[src/rtl/wiper_pkg.sv]
package wiper_pkg;
  typedef enum logic [2:0] {
    ST_IDLE,
    ST_ADDR,
    ST_INSTR,
    ST_DATA,
    ST_ACK,
    ST_READ,
    ST_RACK,
    ST_IGNORE
  } slv_state_t;
endpackage

[src/rtl/wiper_bus_sync.sv]
module wiper_bus_sync #(
  parameter int STAGES = 2
) (
  input  logic clk,
  input  logic rst,
  input  logic scl_i,
  input  logic sda_i,
  output logic sda_s,
  output logic scl_rise,
  output logic scl_fall,
  output logic start_ev,
  output logic stop_ev
);
  localparam int LINES = 2;

  logic [LINES-1:0] raw;
  logic [LINES-1:0] synced;
  logic             scl_s, scl_p, sda_p;

  assign raw = {scl_i, sda_i};

  for (genvar g = 0; g < LINES; g++) begin : g_line
    logic [STAGES-1:0] chain;
    always_ff @(posedge clk) begin
      if (rst) chain <= '1;
      else     chain <= {chain[STAGES-2:0], raw[g]};
    end
    assign synced[g] = chain[STAGES-1];
  end

  assign scl_s = synced[1];
  assign sda_s = synced[0];

  always_ff @(posedge clk) begin
    if (rst) begin
      scl_p <= 1'b1;
      sda_p <= 1'b1;
    end else begin
      scl_p <= scl_s;
      sda_p <= sda_s;
    end
  end

  assign scl_rise = scl_s & ~scl_p;
  assign scl_fall = ~scl_s & scl_p;
  assign start_ev = scl_s & scl_p & sda_p & ~sda_s;
  assign stop_ev  = scl_s & scl_p & ~sda_p & sda_s;
endmodule

[src/rtl/wiper_slave_fsm.sv]
module wiper_slave_fsm
  import wiper_pkg::*;
#(
  parameter int          W        = 8,
  parameter logic [5:0]  ADDR_HI  = 6'b010110,
  parameter int          MID_BIT  = 6,
  parameter int          SHDN_BIT = 5
) (
  input  logic         clk,
  input  logic         rst,
  input  logic         sda_s,
  input  logic         scl_rise,
  input  logic         scl_fall,
  input  logic         start_ev,
  input  logic         stop_ev,
  input  logic         addr_sel,
  input  logic [W-1:0] rd_data,
  output logic         sda_oe,
  output logic         wr_en,
  output logic         wr_mid,
  output logic         wr_shdn,
  output logic [W-1:0] wr_data
);
  localparam int CNT_W = $clog2(W + 1);

  slv_state_t       state, ack_next;
  logic [CNT_W-1:0] cnt;
  logic [W-1:0]     rx_sh, tx_sh;
  logic             more;

  always_ff @(posedge clk) begin
    if (rst) begin
      state    <= ST_IDLE;
      ack_next <= ST_IDLE;
      cnt      <= '0;
      rx_sh    <= '0;
      tx_sh    <= '0;
      more     <= 1'b0;
      sda_oe   <= 1'b0;
      wr_en    <= 1'b0;
      wr_mid   <= 1'b0;
      wr_shdn  <= 1'b0;
      wr_data  <= '0;
    end else begin
      wr_en <= 1'b0;
      if (start_ev) begin
        state  <= ST_ADDR;
        cnt    <= '0;
        sda_oe <= 1'b0;
      end else if (stop_ev) begin
        state  <= ST_IDLE;
        sda_oe <= 1'b0;
      end else begin
        case (state)
          ST_ADDR, ST_INSTR, ST_DATA: begin
            if (scl_rise && cnt != CNT_W'(W)) begin
              rx_sh <= {rx_sh[W-2:0], sda_s};
              cnt   <= cnt + CNT_W'(1);
            end else if (scl_fall && cnt == CNT_W'(W)) begin
              if (state == ST_ADDR) begin
                if (rx_sh[W-1:1] == {ADDR_HI, addr_sel}) begin
                  sda_oe   <= 1'b1;
                  state    <= ST_ACK;
                  ack_next <= rx_sh[0] ? ST_READ : ST_INSTR;
                end else begin
                  state <= ST_IGNORE;
                end
              end else if (state == ST_INSTR) begin
                wr_mid   <= rx_sh[MID_BIT];
                wr_shdn  <= rx_sh[SHDN_BIT];
                sda_oe   <= 1'b1;
                state    <= ST_ACK;
                ack_next <= ST_DATA;
              end else begin
                wr_en    <= 1'b1;
                wr_data  <= rx_sh;
                sda_oe   <= 1'b1;
                state    <= ST_ACK;
                ack_next <= ST_INSTR;
              end
            end
          end
          ST_ACK: begin
            if (scl_fall) begin
              cnt   <= '0;
              state <= ack_next;
              if (ack_next == ST_READ) begin
                tx_sh  <= rd_data << 1;
                sda_oe <= ~rd_data[W-1];
              end else begin
                sda_oe <= 1'b0;
              end
            end
          end
          ST_READ: begin
            if (scl_fall) begin
              if (cnt == CNT_W'(W - 1)) begin
                sda_oe <= 1'b0;
                state  <= ST_RACK;
              end else begin
                cnt    <= cnt + CNT_W'(1);
                sda_oe <= ~tx_sh[W-1];
                tx_sh  <= tx_sh << 1;
              end
            end
          end
          ST_RACK: begin
            if (scl_rise) begin
              more <= ~sda_s;
            end else if (scl_fall) begin
              if (more) begin
                state  <= ST_READ;
                cnt    <= '0;
                tx_sh  <= rd_data << 1;
                sda_oe <= ~rd_data[W-1];
              end else begin
                state <= ST_IGNORE;
              end
            end
          end
          default: ;
        endcase
      end
    end
  end
endmodule

[src/rtl/wiper_store.sv]
module wiper_store #(
  parameter int W = 8
) (
  input  logic         clk,
  input  logic         rst,
  input  logic         wr_en,
  input  logic         wr_mid,
  input  logic         wr_shdn,
  input  logic [W-1:0] wr_data,
  output logic [W-1:0] wiper_code,
  output logic         shutdown
);
  localparam logic [W-1:0] MIDSCALE = W'(1) << (W - 1);

  always_ff @(posedge clk) begin
    if (rst) begin
      wiper_code <= MIDSCALE;
      shutdown   <= 1'b0;
    end else if (wr_en) begin
      shutdown <= wr_shdn;
      if (!wr_shdn) wiper_code <= wr_mid ? MIDSCALE : wr_data;
    end
  end
endmodule

[src/rtl/wiper_i2c_slave.sv]
module wiper_i2c_slave #(
  parameter int         W           = 8,
  parameter logic [5:0] ADDR_HI     = 6'b010110,
  parameter int         SYNC_STAGES = 2
) (
  input  logic         clk,
  input  logic         rst,
  input  logic         scl_i,
  input  logic         sda_i,
  input  logic         addr_sel,
  output logic         sda_oe,
  output logic [W-1:0] wiper_code,
  output logic         shutdown
);
  logic         sda_s, scl_rise, scl_fall, start_ev, stop_ev;
  logic         wr_en, wr_mid, wr_shdn;
  logic [W-1:0] wr_data;

  wiper_bus_sync #(.STAGES(SYNC_STAGES)) u_sync (
    .clk(clk), .rst(rst), .scl_i(scl_i), .sda_i(sda_i),
    .sda_s(sda_s), .scl_rise(scl_rise), .scl_fall(scl_fall),
    .start_ev(start_ev), .stop_ev(stop_ev)
  );

  wiper_slave_fsm #(.W(W), .ADDR_HI(ADDR_HI)) u_fsm (
    .clk(clk), .rst(rst), .sda_s(sda_s), .scl_rise(scl_rise),
    .scl_fall(scl_fall), .start_ev(start_ev), .stop_ev(stop_ev),
    .addr_sel(addr_sel), .rd_data(wiper_code), .sda_oe(sda_oe),
    .wr_en(wr_en), .wr_mid(wr_mid), .wr_shdn(wr_shdn), .wr_data(wr_data)
  );

  wiper_store #(.W(W)) u_store (
    .clk(clk), .rst(rst), .wr_en(wr_en), .wr_mid(wr_mid),
    .wr_shdn(wr_shdn), .wr_data(wr_data),
    .wiper_code(wiper_code), .shutdown(shutdown)
  );
endmodule

[config.mk]
export PLATFORM = sky130hd
export DESIGN_NAME = wiper_i2c_slave
export DESIGN_NICKNAME = d
export VERILOG_FILES = /design/src/rtl/wiper_pkg.sv /design/src/rtl/wiper_bus_sync.sv /design/src/rtl/wiper_slave_fsm.sv /design/src/rtl/wiper_store.sv /design/src/rtl/wiper_i2c_slave.sv
export SDC_FILE = /design/constraint.sdc
export NUM_CORES = 1
export LEC_CHECK = 0
export ABC_AREA = 1
export BUFFER_PORTS_ARGS = -buffer_cell sky130_fd_sc_hd__buf_2
export CAP_MARGIN = 20
export CORE_MARGIN = 2
export CORE_UTILIZATION = 65
export CTS_CLUSTER_SIZE = 10
export DETAILED_ROUTE_END_ITERATION = 12
export PLACE_DENSITY = 0.86
export SLEW_MARGIN = 30
export SYNTH_ARGS = -nofsm -noshare
export SYNTH_HDL_FRONTEND = slang
export SYNTH_HIERARCHICAL = 1
export SYNTH_SLANG_ARGS = --single-unit
[constraint.sdc]
create_clock -name clk -period 4.45 [get_ports clk]
set_clock_uncertainty 0.2 [all_clocks]
set_input_delay 0.445 -clock clk [delete_from_list [all_inputs] [get_ports clk]]
set_output_delay 0.445 -clock clk [all_outputs]
set_load 0.01 [all_outputs]
==> results of run 1 <==
==> state kept, by name, summed over array words and instances, names as in the netlist <==
signal               cells
u_sync/scl_p             1
u_fsm/state              3
u_sync/sda_p             1
u_fsm/cnt                4
u_fsm/more               1
u_fsm/wr_mid             1
u_fsm/sda_oe             1
u_fsm/wr_en              1
u_fsm/rx_sh              8
u_fsm/tx_sh              7
u_sync/g_line.chain      4
u_fsm/wr_data            8
u_store/wiper_code       8
u_store/shutdown         1
u_fsm/wr_shdn            1
u_fsm/ack_next           3
==> layer usage <==
layer  global-route usage, %  vias up  wire length [µm]
met5                       0        -                 0
met4                    8.67        0                76
met3                    4.17        9               223
met2                    40.2       40              2460
met1                    31.0      991              2440
li1                        -     1241                 -
==> metrics by stage <==
stage                     util [%]  area, µm²  hold WS [ps]  total power [mW]
after global placement        68.2       2690           185             0.898
after detailed placement      68.2       2690           192             0.910
after CTS                     70.2       2770           117              1.16
after floorplan                  -       2620           183             0.857
after global routing          70.2       2770           122              1.24
final                         70.2       2770           123              1.16
==> cell usage in the layout, fill, tap and decap left out <==
| cell | synthesis | final |
|---|---|---|
| o21ai_1 | 1 | 1 |
| clkinv_4 | 0 | 1 |
| nand2_1 | 95 | 95 |
| o21ai_2 | 2 | 2 |
| xnor2_1 | 1 | 1 |
| inv_2 | 10 | 10 |
| nor3_1 | 3 | 3 |
| nor3_4 | 1 | 1 |
| nand3_4 | 1 | 1 |
| inv_1 | 46 | 46 |
| nor2_2 | 1 | 1 |
| nand4_1 | 2 | 2 |
| or2_1 | 4 | 4 |
| nor2_4 | 1 | 1 |
| clkbuf_8 | 0 | 5 |
| nand2_2 | 5 | 5 |
| nor3_2 | 1 | 1 |
| clkbuf_1 | 3 | 1 |
| dfxtp_1 | 53 | 53 |
| nand3_1 | 20 | 20 |
| xor2_1 | 1 | 1 |
| nand2_4 | 2 | 2 |
| a21oi_1 | 14 | 14 |
| or2_4 | 1 | 1 |
| clkinv_1 | 1 | 1 |
| buf_2 | 1 | 14 |
| nand3_2 | 3 | 3 |
| o21ai_0 | 25 | 25 |
| a21boi_1 | 1 | 1 |
| nor2_1 | 93 | 93 |
| ha_1 | 2 | 2 |
==> cell type report <==
type | instances | share of cell area [%]
Timing Repair Buffer | 14 | 2.53
Multi-Input combinational cell | 280 | 46.2
Tap cell | 50 | 2.26
Clock buffer | 6 | 2.62
Inverter | 57 | 7.73
Clock inverter | 1 | 0.316
Sequential cell | 53 | 38.3
==> cell families (layout without fill, tap and decap cells) <==
logic type / count (synthesis) / in the layout
and+or+nand+nor: 233 / 233
xor gates and xnor gates: 2 / 2
DFF: 53 / 53
AOI/OAI and AO/OA: 43 / 43
buffers and inverters: 66 / 78
adders and majority gates: 2 / 2
==> path summary, 6_finish.rpt <==
kind,to,slack (ps),cells after the start
worst max register to register,u_fsm/rx_sh[1],2340,9
worst min register to register,u_sync/g_line[0].chain[1],210,1
worst min-delay path,u_sync/g_line[0].chain[0],120,2
worst max-delay path,u_fsm/rx_sh[1],2340,9
==> power by group through the flow <==
stage          registers [mW]  logic (mW)  clock network [mW]
2_1_floorplan           0.532       0.325                   0
3_3_place_gp            0.548       0.350                   0
3_5_place_dp            0.550       0.361                   0
4_1_cts                 0.539       0.361               0.265
5_1_grt                 0.544       0.411               0.281
6_report                0.540       0.364               0.257
==> results_dict.tcl, run 1 <==
set metrics [dict create \
    outcome "complete, no violations" \
    synth_compound_area_share_pct 8.60 \
    cp-end-kind "flop" \
    yosysWarnings 6 \
    rows 23 \
    firstDrtPassIters 4 \
    path_max_fanout 10 \
    path_buf_inv 3 \
    initial_core_util_pct 66.5 \
    worstHoldStart "sda_i" \
    postSynthCellCount 399 \
    finalMaxSlewViolations 0 \
    yosysTopAreaCellShare_pct 40.5 \
    worst_pin_slew_ps 542 \
    setup_viol 0 \
    antennaDiodeCount 0 \
    slew_headroom_pct 63.8 \
    fillerInstances 351 \
    route.detailed.drc 0 \
    synth-main-ff-cell "dfxtp_1" \
    cts_buffers 5 \
    synth_area_per_cell_um2 6.57 \
    dpl.hpwl_mm 3.90 \
    power_frac_seq_pct 46.5 \
    finalHoldViolations 0 \
    synth-adder-area-share_pct 0.955 \
    core_mm2 0.00394 \
    cp_cell_sequence "inv_1 -> nand2_1 -> nor2_1 -> nor2_1 -> inv_1 -> nor3_4 -> inv_2 -> o21ai_0 -> a21oi_1" \
    drive_gt1_share_pct 11.7 \
    combPwrFrac_pct 31.3 \
    io_buffer_count 14 \
    clock_path_buffers 2 \
    syn-num-nets 406 \
    hold_class "in -> reg" \
    die_height_um 67.5 \
    area_growth_syn_to_layout_pct 5.68 \
    p_switching_uw 437 \
    clock_latency_ps 290 \
    synth_top_area_cell "dfxtp_1" \
    clock_sinks 53 \
    cp-start-kind "flop" \
    synth_area_leaders "dfxtp_1, nand2_1, nor2_1" \
    yosysMostFrequentCell "nand2_1" \
    switching_share_pct 37.7 \
    die_w_um 67.5 \
    cts_tree "yes" \
    cts.reportedPaths.clkPinSlew_ps 90 \
    worstSetupPathType "reg -> reg" \
    cap_viol_max_count 0 \
    slowest_delay_ps 410 \
    r2r-start "u_sync/g_line[0].chain[1]" \
    tns_ps 0 \
    nNetsFinal 418 \
    layout.area.seq_mm2 0.00106 \
    yosysUniqueCellTypes 31 \
    io_pins 15 \
    layout_min_cycle_time_ps 2110 \
    grt_start_max_net_pins 24 \
    synth_area_mm2 0.00262 \
    fmax_mhz 474 \
    p_per_area_mw_per_mm2 419 \
    viasPerCell 4.95 \
    dp_cells 454 \
    synth-seq-area-share_pct 40.5 \
    clock-root-buffer "clkbuf_8" \
    p_clk_share_pct 22.2 \
    stdcell_count 461 \
    die-area_mm2 0.00455 \
    required_ps 4440 \
    drtAntennaViolNets 0 \
    place.gp.congestion 0.958 \
    power_leakage_nw 1.36 \
    grt_pass1_vias 1945 \
    cp-startpoint "u_sync/g_line[0].chain[1]" \
    antenna_found_initial 0 \
    synth-edff-count 0 \
    synth_seq_cells 53 \
    h-tree-depth 2 \
    wl_per_cell_um 11.3 \
    grt_setup_unrepaired "false" \
    muxShareOfSynthArea_pct 0 \
    place_ws_ps 2400 \
    synth_simple_gate_area_share_pct 38.6 \
    cts_resized 0 \
    post_cts.repair.setup_buffers 0 \
    synth-async-reset-ratio_pct 0 \
    hold_buffers 0 \
    overflow 0 \
    synth_top_family_by_area "simple AND/OR/NAND/NOR gates" \
    track_usage_pct 24.1 \
    synth-xor-area-share_pct 0.669 \
    crit_arrival_ps 2100 \
    grt_pass1_wl_mm 8.38 \
    crit_family "simple AND/OR/NAND/NOR gates" \
    internal_power_uw 723 \
    ir_worst_vdd_mv 0.317 \
    dr.first_iter.drc_count 148 \
    wl_mm 5.20 \
    finalCritPeriodShare_pct 47.4 \
    slowest_stage "nor3_4" \
    setup_ws_ps 2340 \
    vias 2281 \
    multi_input_area_mm2 0.00128 \
    ys_top_cells_by_count "nand2_1, nor2_1, dfxtp_1" \
]
Power figures use the tool's default switching activity.
==> inputs of run 2 (changes only) <==
--- a/config.mk
+++ b/config.mk
@@ -9,10 +9,10 @@
 export BUFFER_PORTS_ARGS = -buffer_cell sky130_fd_sc_hd__buf_2
 export CAP_MARGIN = 20
 export CORE_MARGIN = 2
-export CORE_UTILIZATION = 65
+export CORE_UTILIZATION = 60
 export CTS_CLUSTER_SIZE = 10
 export DETAILED_ROUTE_END_ITERATION = 12
-export PLACE_DENSITY = 0.86
+export PLACE_DENSITY = 0.81
 export SLEW_MARGIN = 30
 export SYNTH_ARGS = -nofsm -noshare
 export SYNTH_HDL_FRONTEND = slang
==> constraint.sdc (replaced) <==
create_clock -name clk -period 2.2 [get_ports clk]
set_clock_uncertainty 0.2 [all_clocks]
set_input_delay 0.22 -clock clk [delete_from_list [all_inputs] [get_ports clk]]
set_output_delay 0.22 -clock clk [all_outputs]
set_load 0.01 [all_outputs]
==> results_dict.tcl, run 2 (synthesis results as in run 1) <==
set metrics [dict create \
    cap_viol_max_count 0 \
    p_total_mw 2.39 \
    p_per_area_mw_per_mm2 849 \
    outcome "complete, no violations" \
    power_leakage_nw 1.39 \
    overflow 0 \
    finalCritPeriodShare_pct 89.8 \
    hold_class "in -> reg" \
    drtAntennaViolNets 0 \
    required_ps 2180 \
    nNetsFinal 422 \
    layout_min_cycle_time_ps 1970 \
    h-tree-depth 2 \
    final_cell_mix "nand2_1, nor2_1, dfxtp_1" \
    final_core_util_pct 65.5 \
    finalMaxSlewViolations 0 \
    rows 24 \
    die_height_um 70.1 \
    core_mm2 0.00429 \
    cp-start-kind "flop" \
    clock_sinks 53 \
    wl_per_cell_um 11.4 \
    grt_pass1_wl_mm 9.41 \
    final_common_cell "nand2_1" \
    antenna_found_initial 0 \
    grt_pass1_vias 2125 \
    worstSetupPathType "reg -> reg" \
    antennaDiodeCount 0 \
    post_cts.repair.setup_buffers 0 \
    viasPerCell 4.95 \
    cts_tree "yes" \
    vias 2315 \
    track_usage_pct 23.3 \
    die_w_um 70.1 \
    reg_top3 "u_fsm/rx_sh: 8 flops, u_fsm/wr_data: 8 flops, u_store/wiper_code: 8 flops" \
    clock_path_buffers 2 \
    initial_core_util_pct 61.0 \
    slew_headroom_pct 64.3 \
    clock-root-buffer "clkbuf_8" \
    finalHoldViolations 0 \
    path_max_fanout 10 \
    ir_worst_vdd_mv 0.479 \
    cp-end-kind "flop" \
    route.detailed.drc 0 \
    drive_gt1_share_pct 12.3 \
    cts.reportedPaths.clkPinSlew_ps 100 \
    postPlaceCellArea_mm2 0.00271 \
    io_buffer_count 14 \
    grt_start_max_net_pins 24 \
    dpl.hpwl_mm 3.95 \
    fillerInstances 405 \
    cts_buffers 5 \
    worst_pin_slew_ps 534 \
    clock_latency_ps 300 \
    place.gp.congestion 0.979 \
    dr.first_iter.drc_count 113 \
    setup_viol 0 \
    crit_arrival_ps 1960 \
    firstDrtPassIters 4 \
    fmax_mhz 506 \
    wl_mm 5.34 \
    tns_ps 0 \
    area_growth_syn_to_layout_pct 7.31 \
    fin_area_mm2 0.00281 \
    grt_setup_unrepaired "false" \
    die-area_mm2 0.00491 \
    io_pins 15 \
]
[run 2: cell count changes in the layout (fill, tap and decap cells not counted)]
cell           previous run  this run
buf_4                     0         2
dlygate4sd3_1             0         2
clkinv_2                  0         1
clkinv_4                  1         0
inv_6                     0         1
[run 2: worst paths after layout]
check                           cells after the start                       from  slack (ps)                   endpoint
worst min register to register                      1  u_sync/g_line[1].chain[0]         210  u_sync/g_line[1].chain[1]
worst min-delay path                                2                        rst         100                u_fsm/wr_en
worst max-delay path                                8               u_fsm/cnt[0]         230             u_fsm/rx_sh[1]
worst max register to register                      8               u_fsm/cnt[0]         230             u_fsm/rx_sh[1]
[run 2: through the flow]
step | worst slack [ps] | hold WS (ps) | cells
finish | 225 | 102 | 468
global route | 42.3 | 130 | 468
CTS | 184 | 98.5 | 468
detailed placement | 200 | 191 | 458
global placement | 352 | 186 | 458
floorplan | 471 | 117 | 399
[run 2: cell type report]
class	count	area (µm²)	share of cell area, %
Clock inverter	2	13.8	0.490
Multi-Input combinational cell	280	1280	45.5
Tap cell	52	65.1	2.31
Clock buffer	6	72.6	2.58
Sequential cell	53	1060	37.7
Inverter	57	214	7.61
Timing Repair Buffer	18	105	3.74
[run 2: power by group]
part	leakage [nW]	switching (mW)	total [mW]	internal, mW
Clock	0.0456	0.319	0.547	0.228
Sequential	0.429	0.0731	1.09	1.01
Combinational	0.915	0.514	0.753	0.239
Total	1.39	0.907	2.39	1.48
[run 2: repair_timing]
item,4_1_cts,5_1_grt
gates resized for setup,0,0
setup endpoints to repair,0,1
hold endpoints to repair,2,0
hold buffers,2,0
[run 2: worst max-delay path, stage by stage (launching register included)]
cell and delay [ps]:
dfxtp_1 390, inv_1 70, ha_1 220, nand3_1 90
nand2_1 140, nor3_4 400, inv_2 120, o21ai_0 170
a21oi_1 60
[run 2: routing by layer]
| layer | vias up | share of wire [%] | wire length, µm | GRT usage (%) |
|---|---|---|---|---|
| met4 | 0 | 0.41 | 22 | 4.49 |
| met2 | 30 | 47 | 2520 | 39.2 |
| met5 | - | 0 | 0 | 0 |
| met1 | 1032 | 49 | 2640 | 32.1 |
| met3 | 2 | 2.8 | 150 | 3.61 |
| li1 | 1251 | - | - | - |
